File: config.mk
export PLATFORM = sky130hd
export DESIGN_NAME = tmr_busif
export DESIGN_NICKNAME = d
export VERILOG_FILES = /design/src/rtl/tmr_busif_pkg.sv /design/src/rtl/tmr_ctl_dec.sv /design/src/rtl/tmr_wr_seq.sv /design/src/rtl/tmr_rd_seq.sv /design/src/rtl/tmr_busif.sv
export SDC_FILE = /design/constraint.sdc
export NUM_CORES = 1
export LEC_CHECK = 0
export ABC_AREA = 1
export CAP_MARGIN = 20
export CORE_MARGIN = 2
export CORE_UTILIZATION = 50
export CTS_CLUSTER_SIZE = 20
export DETAILED_ROUTE_END_ITERATION = 8
export GPL_TIMING_DRIVEN = 0
export PLACE_DENSITY = 0.8
export SETUP_SLACK_MARGIN = 0.2
export SLEW_MARGIN = 10
export SYNTH_ARGS = -nofsm -noshare
export SYNTH_HDL_FRONTEND = slang
export SYNTH_SLANG_ARGS = --single-unit
File: constraint.sdc
create_clock -name clk -period 4.2 [get_ports clk]
set_clock_uncertainty 0.1 [all_clocks]
set_input_delay 1.05 -clock clk [delete_from_list [all_inputs] [get_ports clk]]
set_output_delay 1.05 -clock clk [all_outputs]
set_load 0.03 [all_outputs]
File: src/rtl/tmr_busif_pkg.sv
package tmr_busif_pkg;

   // Byte-access format carried in control word bits 5:4
   typedef enum logic [1:0] {
      ACC_LATCH = 2'b00,
      ACC_LO    = 2'b01,
      ACC_HI    = 2'b10,
      ACC_WORD  = 2'b11
   } acc_e;

   localparam logic [1:0] CTRL_ADDR    = 2'd3;
   localparam logic [1:0] SEL_READBACK = 2'd3;

   // Status byte: OUT, null count, format, mode, BCD (MSB to LSB)
   typedef struct packed {
      logic       out;
      logic       nul;
      acc_e       acc;
      logic [2:0] mode;
      logic       bcd;
   } status_t;

endpackage

File: src/rtl/tmr_ctl_dec.sv
module tmr_ctl_dec
   import tmr_busif_pkg::*;
#(
   parameter int NCH = 3
) (
   input  logic           wr_en,
   input  logic [1:0]     addr,
   input  logic [7:1]     ctl,
   output logic [NCH-1:0] prog,
   output logic [NCH-1:0] cnt_lat,
   output logic [NCH-1:0] sts_lat
);

   logic       ctl_wr;
   logic [1:0] sel;
   logic [1:0] acc;

   assign ctl_wr = wr_en && (addr == CTRL_ADDR);
   assign sel    = ctl[7:6];
   assign acc    = ctl[5:4];

   always_comb begin
      prog    = '0;
      cnt_lat = '0;
      sts_lat = '0;
      if (ctl_wr) begin
         for (int i = 0; i < NCH; i++) begin
            if (sel == 2'(i)) begin
               if (acc == ACC_LATCH) cnt_lat[i] = 1'b1;
               else                  prog[i]    = 1'b1;
            end else if (sel == SEL_READBACK && ctl[i+1]) begin
               cnt_lat[i] = !ctl[5];
               sts_lat[i] = !ctl[4];
            end
         end
      end
   end

endmodule

File: src/rtl/tmr_wr_seq.sv
module tmr_wr_seq
   import tmr_busif_pkg::*;
#(
   parameter  int BYTE_W = 8,
   localparam int CNT_W  = 2 * BYTE_W
) (
   input  logic              clk,
   input  logic              rst_n,
   input  logic              prog,
   input  logic              wr,
   input  logic [BYTE_W-1:0] wdata,
   output acc_e              acc,
   output logic [2:0]        mode,
   output logic              bcd,
   output logic [CNT_W-1:0]  count,
   output logic              load
);

   logic [BYTE_W-1:0] lo_byte;
   logic              hi_next;

   always_ff @(posedge clk) begin
      if (!rst_n) begin
         acc     <= ACC_WORD;
         mode    <= 3'd0;
         bcd     <= 1'b0;
         count   <= '0;
         load    <= 1'b0;
         lo_byte <= '0;
         hi_next <= 1'b0;
      end else begin
         load <= 1'b0;
         if (prog) begin
            acc     <= acc_e'(wdata[5:4]);
            mode    <= wdata[3:1];
            bcd     <= wdata[0];
            hi_next <= 1'b0;
         end else if (wr) begin
            case (acc)
               ACC_LO: begin
                  count <= {{BYTE_W{1'b0}}, wdata};
                  load  <= 1'b1;
               end
               ACC_HI: begin
                  count <= {wdata, {BYTE_W{1'b0}}};
                  load  <= 1'b1;
               end
               ACC_WORD: begin
                  if (!hi_next) begin
                     lo_byte <= wdata;
                     hi_next <= 1'b1;
                  end else begin
                     count   <= {wdata, lo_byte};
                     load    <= 1'b1;
                     hi_next <= 1'b0;
                  end
               end
               default: ;
            endcase
         end
      end
   end

endmodule

File: src/rtl/tmr_rd_seq.sv
module tmr_rd_seq
   import tmr_busif_pkg::*;
#(
   parameter  int BYTE_W       = 8,
   parameter  bit STS_SNAPSHOT = 1'b1,
   localparam int CNT_W        = 2 * BYTE_W
) (
   input  logic              clk,
   input  logic              rst_n,
   input  logic              prog,
   input  logic              cnt_lat,
   input  logic              sts_lat,
   input  logic              rd,
   input  acc_e              acc,
   input  logic [2:0]        mode,
   input  logic              bcd,
   input  logic [CNT_W-1:0]  live,
   input  logic              out,
   input  logic              nul,
   output logic [BYTE_W-1:0] rbyte
);

   logic             cnt_held;
   logic             sts_held;
   logic             hi_next;
   logic [CNT_W-1:0] cnt_val;
   logic [CNT_W-1:0] src;
   status_t          sts_now;
   status_t          sts_rd;

   assign sts_now = {out, nul, acc, mode, bcd};

   generate
      if (STS_SNAPSHOT) begin : g_snap
         status_t sts_val;
         always_ff @(posedge clk) begin
            if (!rst_n)                                 sts_val <= '0;
            else if (!prog && sts_lat && !sts_held)     sts_val <= sts_now;
         end
         assign sts_rd = sts_val;
      end else begin : g_live
         assign sts_rd = sts_now;
      end
   endgenerate

   always_ff @(posedge clk) begin
      if (!rst_n) begin
         cnt_held <= 1'b0;
         sts_held <= 1'b0;
         hi_next  <= 1'b0;
         cnt_val  <= '0;
      end else if (prog) begin
         cnt_held <= 1'b0;
         sts_held <= 1'b0;
         hi_next  <= 1'b0;
      end else begin
         if (rd) begin
            if (sts_held) begin
               sts_held <= 1'b0;
            end else if (acc == ACC_WORD) begin
               hi_next <= !hi_next;
               if (hi_next) cnt_held <= 1'b0;
            end else begin
               cnt_held <= 1'b0;
            end
         end
         if (cnt_lat && !cnt_held) begin
            cnt_held <= 1'b1;
            cnt_val  <= live;
         end
         if (sts_lat && !sts_held) sts_held <= 1'b1;
      end
   end

   assign src = cnt_held ? cnt_val : live;

   always_comb begin
      if (sts_held) begin
         rbyte = BYTE_W'(sts_rd);
      end else begin
         case (acc)
            ACC_HI:   rbyte = src[CNT_W-1:BYTE_W];
            ACC_WORD: rbyte = hi_next ? src[CNT_W-1:BYTE_W] : src[BYTE_W-1:0];
            default:  rbyte = src[BYTE_W-1:0];
         endcase
      end
   end

endmodule

File: src/rtl/tmr_busif.sv
module tmr_busif
   import tmr_busif_pkg::*;
#(
   parameter  int NCH          = 3,
   parameter  int BYTE_W       = 8,
   parameter  bit STS_SNAPSHOT = 1'b1,
   localparam int CNT_W        = 2 * BYTE_W
) (
   input  logic                 clk,
   input  logic                 rst_n,
   input  logic                 rd_en,
   input  logic                 wr_en,
   input  logic [1:0]           addr,
   input  logic [BYTE_W-1:0]    wdata,
   output logic [BYTE_W-1:0]    rdata,
   output logic [NCH*3-1:0]     ch_mode,
   output logic [NCH-1:0]       ch_bcd,
   output logic [NCH*CNT_W-1:0] ch_count,
   output logic [NCH-1:0]       ch_load,
   input  logic [NCH*CNT_W-1:0] ch_live,
   input  logic [NCH-1:0]       ch_out,
   input  logic [NCH-1:0]       ch_null
);

   generate
      if (NCH < 1 || NCH > 3) begin : g_bad_nch
         $error("tmr_busif: NCH must be 1 to 3");
      end
      if (BYTE_W != 8) begin : g_bad_bw
         $error("tmr_busif: control and status layout needs BYTE_W == 8");
      end
   endgenerate

   logic [NCH-1:0]    prog;
   logic [NCH-1:0]    cnt_lat;
   logic [NCH-1:0]    sts_lat;
   logic [BYTE_W-1:0] rbyte [NCH];

   tmr_ctl_dec #(.NCH(NCH)) u_dec (
      .wr_en   (wr_en),
      .addr    (addr),
      .ctl     (wdata[7:1]),
      .prog    (prog),
      .cnt_lat (cnt_lat),
      .sts_lat (sts_lat)
   );

   generate
      for (genvar g = 0; g < NCH; g++) begin : g_ch
         acc_e       acc;
         logic [2:0] mode;
         logic       bcd;
         logic       wr_hit;
         logic       rd_hit;

         assign wr_hit = wr_en && (addr == 2'(g));
         assign rd_hit = rd_en && (addr == 2'(g));

         tmr_wr_seq #(.BYTE_W(BYTE_W)) u_wr (
            .clk   (clk),
            .rst_n (rst_n),
            .prog  (prog[g]),
            .wr    (wr_hit),
            .wdata (wdata),
            .acc   (acc),
            .mode  (mode),
            .bcd   (bcd),
            .count (ch_count[g*CNT_W +: CNT_W]),
            .load  (ch_load[g])
         );

         tmr_rd_seq #(.BYTE_W(BYTE_W), .STS_SNAPSHOT(STS_SNAPSHOT)) u_rd (
            .clk     (clk),
            .rst_n   (rst_n),
            .prog    (prog[g]),
            .cnt_lat (cnt_lat[g]),
            .sts_lat (sts_lat[g]),
            .rd      (rd_hit),
            .acc     (acc),
            .mode    (mode),
            .bcd     (bcd),
            .live    (ch_live[g*CNT_W +: CNT_W]),
            .out     (ch_out[g]),
            .nul     (ch_null[g]),
            .rbyte   (rbyte[g])
         );

         assign ch_mode[g*3 +: 3] = mode;
         assign ch_bcd[g]         = bcd;
      end
   endgenerate

   // Control register and unused channel slots read as zero
   always_comb begin
      rdata = '0;
      for (int i = 0; i < NCH; i++) begin
         if (addr == 2'(i)) rdata = rbyte[i];
      end
   end

endmodule

After elaboration in Yosys (flattened, before gate mapping)
Index checks and enable logic that the tools add are counted.
- bits in latches: 0
- input bits: 68
- output and inout port bits: 71
- memories: 0
- memory bits (writable): 0
- logic and storage cells: 231
- bits in read-only memories: 0
- bits in registers: 177
- reductions and logical operators: 75
- muxes and demuxes: 71
- magnitude comparators: 0
- bitwise operators: 13
- divide/modulo/power cells: 0
- $add $sub $neg: 0
- eq/ne operators: 24
- multipliers: 0
- shift-type cells: 0
- operators by type and width (operator ; number):
    $pmux W16 S3 ; 3
    $mux W16 ; 6
    $mux W8 ; 9
    $pmux W8 S2 ; 3
    $mux W1 ; 44
    $reduce_and A4 Y1 ; 6
    $logic_and A1 B1 Y1 ; 22
    $eq A2 B2 Y1 const B ; 10
    $reduce_and A3 Y1 ; 6
    $logic_not A1 Y1 ; 14
    $not A1 Y1 ; 13
    $ne A2 B2 Y1 const B ; 6
    $reduce_and A2 Y1 ; 6
    $reduce_bool A2 Y1 ; 6
    $reduce_or A2 Y1 ; 6
    $eq A2 B1 Y1 const B ; 5
    $mux W3 ; 3
    $ne A3 B2 Y1 const B ; 3
    $reduce_bool A3 Y1 ; 3
    $reduce_or A3 Y1 ; 3
    $logic_not A2 Y1 ; 3
    $pmux W1 S2 ; 3

Depth between registers and ports, before layout
- depth in word-level cells: 8
- depth in mapped cells: 10
- gate-level depth less buffers: 9

Cells and area by module
Synthesis repeated with hierarchy kept, for this count alone.
- cells, all modules: 1403
- area, all modules: 9532.9 um2
- modules (own cells, without submodules) (module ; sequential area each (um2) ; area each (um2) ; instances ; cells an instance):
    tmr_rd_seq ; 540.5 ; 1566.5 ; 3 ; 231
    tmr_wr_seq ; 640.6 ; 1475.2 ; 3 ; 208
    tmr_busif ; 0.0 ; 264.0 ; 1 ; 51
    tmr_ctl_dec ; 0.0 ; 143.9 ; 1 ; 35

Worst setup path after synthesis
Ideal clock, no wire load.
- path type: input to output
- from: input port addr[1]
- to: output port rdata[0]
- setup slack: 1254 ps
- arrival: 1796 ps
- stages on the path: 6
- cell sequence: inv_1 nand2_1 clkbuf_1 a21oi_1 nand2_1 nand3_1
- longest elaborated chain between the ends: 4
- RTL lines (what ; RTL line ; text):
    from (decl) ; tmr_busif.sv:13 ; input logic [1:0] addr,
    $logic_not A2 Y1 ; tmr_busif.sv:97 ; if (addr == 2'(i)) rdata = rbyte[i];
    $mux W8 (2 in series) ; tmr_busif.sv:97 ;
    $mux W8 (*) ; tmr_busif.sv:97 ;
    to (decl) ; tmr_busif.sv:15 ; output logic [BYTE_W-1:0] rdata,
Every way passes the cells marked *; elsewhere a longest branch is shown, timed or not.

Worst setup path in the final report
- from: input port addr[1]
- to: output port rdata[5]
The elaborated chain is that of the path after synthesis.

==> flow_summary.toml <==
[outcome]
status = "finished clean"

[power]
clock_power_share_pct = 44.8
p_per_area_mw_per_mm2 = 373
seqPwrFrac_pct = 43.1
irDropWorstVdd_mv = 0.364
switching_share_pct = 26.1
internal-power_uw = 2970
finalPower_uw = 4020
p_switching_uw = 1050
combPwrFrac_pct = 12.1
power_leakage_uw = 0.00441

[sta]
max_freq_mhz = 256
hold_viol = 0
finalSetupViolCount = 0
slew_headroom_pct = 53.6
fin_crit_ns = 3.91
tightest_slew_ns = 0.696
rsz0062_at_grt = "true"
slew_viol_final = 0
min_period_over_period_pct = 93.2

[critical_path]
r2r_cells = 8
reg2reg_to = "g_ch[1].u_wr.count[6]"
r2r_slack_ns = 1.98
r2r-start = "g_ch[1].u_wr.acc[0]"
cpMaxStageDelayCell = "clkdlybuf4s50_1"
crit_chain = "clkdlybuf4s50_1 > inv_1 > nor2_1 > inv_1 > a21oi_1 > nand2_1 > nand3_1 > clkdlybuf4s15_1"
path_buf_inv = 4
worstSetupStartpoint = "addr[1]"
cp-endpoint = "rdata[5]"
start_kind = "primary input"
cpPeakStageDelay_ns = 0.55
critPathArrivalTime_ns = 2.76
cpMostUsedCell = "inv_1"
crit_cells = 8
end_kind = "primary output"
worstPathRequired_ns = 3.05
cp_top_family = "buffers and inverters"
crit_type = "primary input to primary output"
cp_max_fo = 7

[detailed_routing]
vias = 8959
detail_route.wl_per_cell_um = 15.8
wirelength_um = 26100
drc = 0
avgViaCountPerCell = 5.40
first_pass_iters = 5
drt_iter0_drc = 924
postRouteAntennaNets = 0

[synthesis]
yosysWarnings = 0
synth_top_area_share_pct = 41.6
netlist_top_cells_area = "dfxtp_1, nand2_1, a21oi_1"
ys_ff_latch = 177
syn-cell-area_mm2 = 0.00852
syn_nets = 1351
synth_edf_count = 0
synth_ff_type = "dfxtp_1"
synthArstFlopShare_pct = 0
ys_types = 29
yosysSeqAreaShare_pct = 41.6
synthCells = 1274
yosysTopAreaCell = "dfxtp_1"
syn_avg_cell_area_um2 = 6.69

[global_route]
grt_pass1_wl_um = 41600
grt_antenna_before_repair = 1
grt_pass1_vias = 8340
track_usage_pct = 28.9
gr-total-overflow = 0
grt_start_max_net_pins = 17

[placement]
port_buffers = 132
place_inst = 1626
dp_hpwl_um = 18600
place_area_mm2 = 0.0101
routabilityCongestion = 0.917

[die]
die_w_um = 135
start_util_pct = 51.2
core_mm2 = 0.0166
fp.dieH_um = 135
rows = 47
die_area_mm2 = 0.0181
pin_count = 139

[clock_tree]
htreeDepth = 4
clk_pin_slew_worst_paths_ns = 0.06
clk-insertion-delay-late_ns = 0.44
tritoncts = "built"
cts_max_path_buffers = 2
clk_root_buffer_cell = "clkbuf_16"
numCtsBuffers = 17
cts_sinks = 177
cts_setup_buffers = 0

[run]
cap_viol_max_count = 0

[finish]
finalNetCount = 1502
design_area_mm2 = 0.0108
fin_cells = 1658
n_antenna_cell = 0
layout-drive-gt1-share_pct = 7.37
area_growth_pct = 26.2

[hold_path]
hp-class = "flop to flop"
## final cells by class
| type | count | area, µm² |
|---|---|---|
| Fill cell | 1445 | 5890 |
| Multi-Input combinational cell | 894 | 4120 |
| Sequential cell | 177 | 3540 |
| Timing Repair Buffer | 132 | 1290 |
| Inverter | 119 | 447 |
| Clock buffer | 18 | 439 |
| Buffer | 84 | 419 |
| Tap cell | 220 | 275 |
| Clock inverter | 14 | 225 |
## state kept, by name, summed over array words and instances, names as in the netlist
name,cells
g_ch.u_wr.load,3
g_ch.u_wr.count,48
g_ch.u_wr.mode,9
g_ch.u_wr.hi_next,3
g_ch.u_rd.sts_held,3
g_ch.u_rd.hi_next,3
g_ch.u_rd.cnt_held,3
g_ch.u_rd.cnt_val,48
g_ch.u_rd.g_snap.sts_val,24
g_ch.u_wr.bcd,3
g_ch.u_wr.acc,6
g_ch.u_wr.lo_byte,24
## worst min-delay path by stage
stage                                         startpoint                             end  slack (ns)  cells past startpoint
after floorplan           g_ch[0].u_rd.g_snap.sts_val[0]  g_ch[0].u_rd.g_snap.sts_val[0]        0.33                      2
after global placement    g_ch[0].u_rd.g_snap.sts_val[0]  g_ch[0].u_rd.g_snap.sts_val[0]        0.34                      2
after detailed placement  g_ch[0].u_rd.g_snap.sts_val[0]  g_ch[0].u_rd.g_snap.sts_val[0]        0.34                      2
after CTS                 g_ch[0].u_rd.g_snap.sts_val[7]  g_ch[0].u_rd.g_snap.sts_val[7]        0.35                      2
after global routing      g_ch[0].u_rd.g_snap.sts_val[0]  g_ch[0].u_rd.g_snap.sts_val[0]        0.37                      2
final                     g_ch[0].u_rd.g_snap.sts_val[0]  g_ch[0].u_rd.g_snap.sts_val[0]        0.36                      2
## cells by family after synthesis
family | synth area share (%)
AO/OA/AOI/OAI | 18.8
adder cells (fa/ha/maj) | 1.32
buffers and inverters | 10.1
flip-flops | 41.6
AND/OR/NAND/NOR | 28.2
## layer usage
layer	share of wire, %	GRT usage (%)	wire length, µm
met2	46	47.0	12000
met5	0	0	0
met3	8.2	5.48	2140
met4	2.8	10.4	720
met1	43	38.4	11300
## layout by cell type (no fill, tap or decap), drive strengths merged, types with 3 or more instances in the layout
cell type / netlist / layout
a21oi: 155 / 155
dfxtp: 177 / 177
bufinv: 0 / 5
o21ai: 135 / 135
inv: 118 / 124
nor2: 141 / 141
buf: 54 / 54
nand3b: 11 / 11
clkbuf: 30 / 55
clkdlybuf4s50: 0 / 124
o22ai: 8 / 8
nand4: 17 / 17
nand2: 318 / 318
ha: 9 / 9
o211ai: 6 / 6
nand3: 88 / 88
a211oi: 3 / 3
## metrics by stage
stage / hold WS, ns / setup TNS, ns / setup slack, ns / utilization, %
5_1_grt: 0.375 / 0 / 0.162 / 64.6
4_1_cts: 0.354 / 0 / 0.184 / 64.7
6_report: 0.356 / 0 / 0.288 / 64.6
2_1_floorplan: 0.329 / 0 / 1.25 / -
3_5_place_dp: 0.344 / -0.202 / -0.0616 / 60.8
3_3_place_gp: 0.340 / -0.107 / -0.0418 / 60.8
## repair_timing
| item | 4_1_cts | 5_1_grt |
|---|---|---|
| hold buffers | 0 | 0 |
| gates resized for setup | 8 | 18 |
| pin swaps | 0 | 0 |
| setup endpoints to repair | 8 | 8 |
## worst reg2reg max path: stages (launching register included)
cell and delay [ns]:
dfxtp_1 0.42, inv_1 0.10, ha_1 0.28, inv_1 0.05, o21ai_2 0.33, nand2_1 0.27, buf_2 0.26, o21ai_0 0.24
nor2_1 0.07
## power groups by stage
stage / combinational [µW] / clock (µW) / sequential, µW
after CTS: 477 / 1800 / 1730
after detailed placement: 481 / 0 / 1770
after global placement: 474 / 0 / 1770
after floorplan: 281 / 0 / 1770
after global routing: 530 / 1870 / 1730
final: 485 / 1800 / 1730
## synthesized netlist by cell type, types with 2 or more instances
master      n
a211oi_1    3
a21oi_1   155
buf_1       6
buf_2      34
buf_4      12
buf_6       2
clkbuf_1   30
dfxtp_1   177
ha_1        9
inv_1     113
inv_2       5
nand2_1   317
nand3_1    88
nand3b_1   10
nand4_1    17
nor2_1    136
nor2_2      2
nor2_4      3
o211ai_1    6
o21ai_0   129
o21ai_1     2
o21ai_2     4
o22ai_1     8
(Power assumes the default switching activity.)
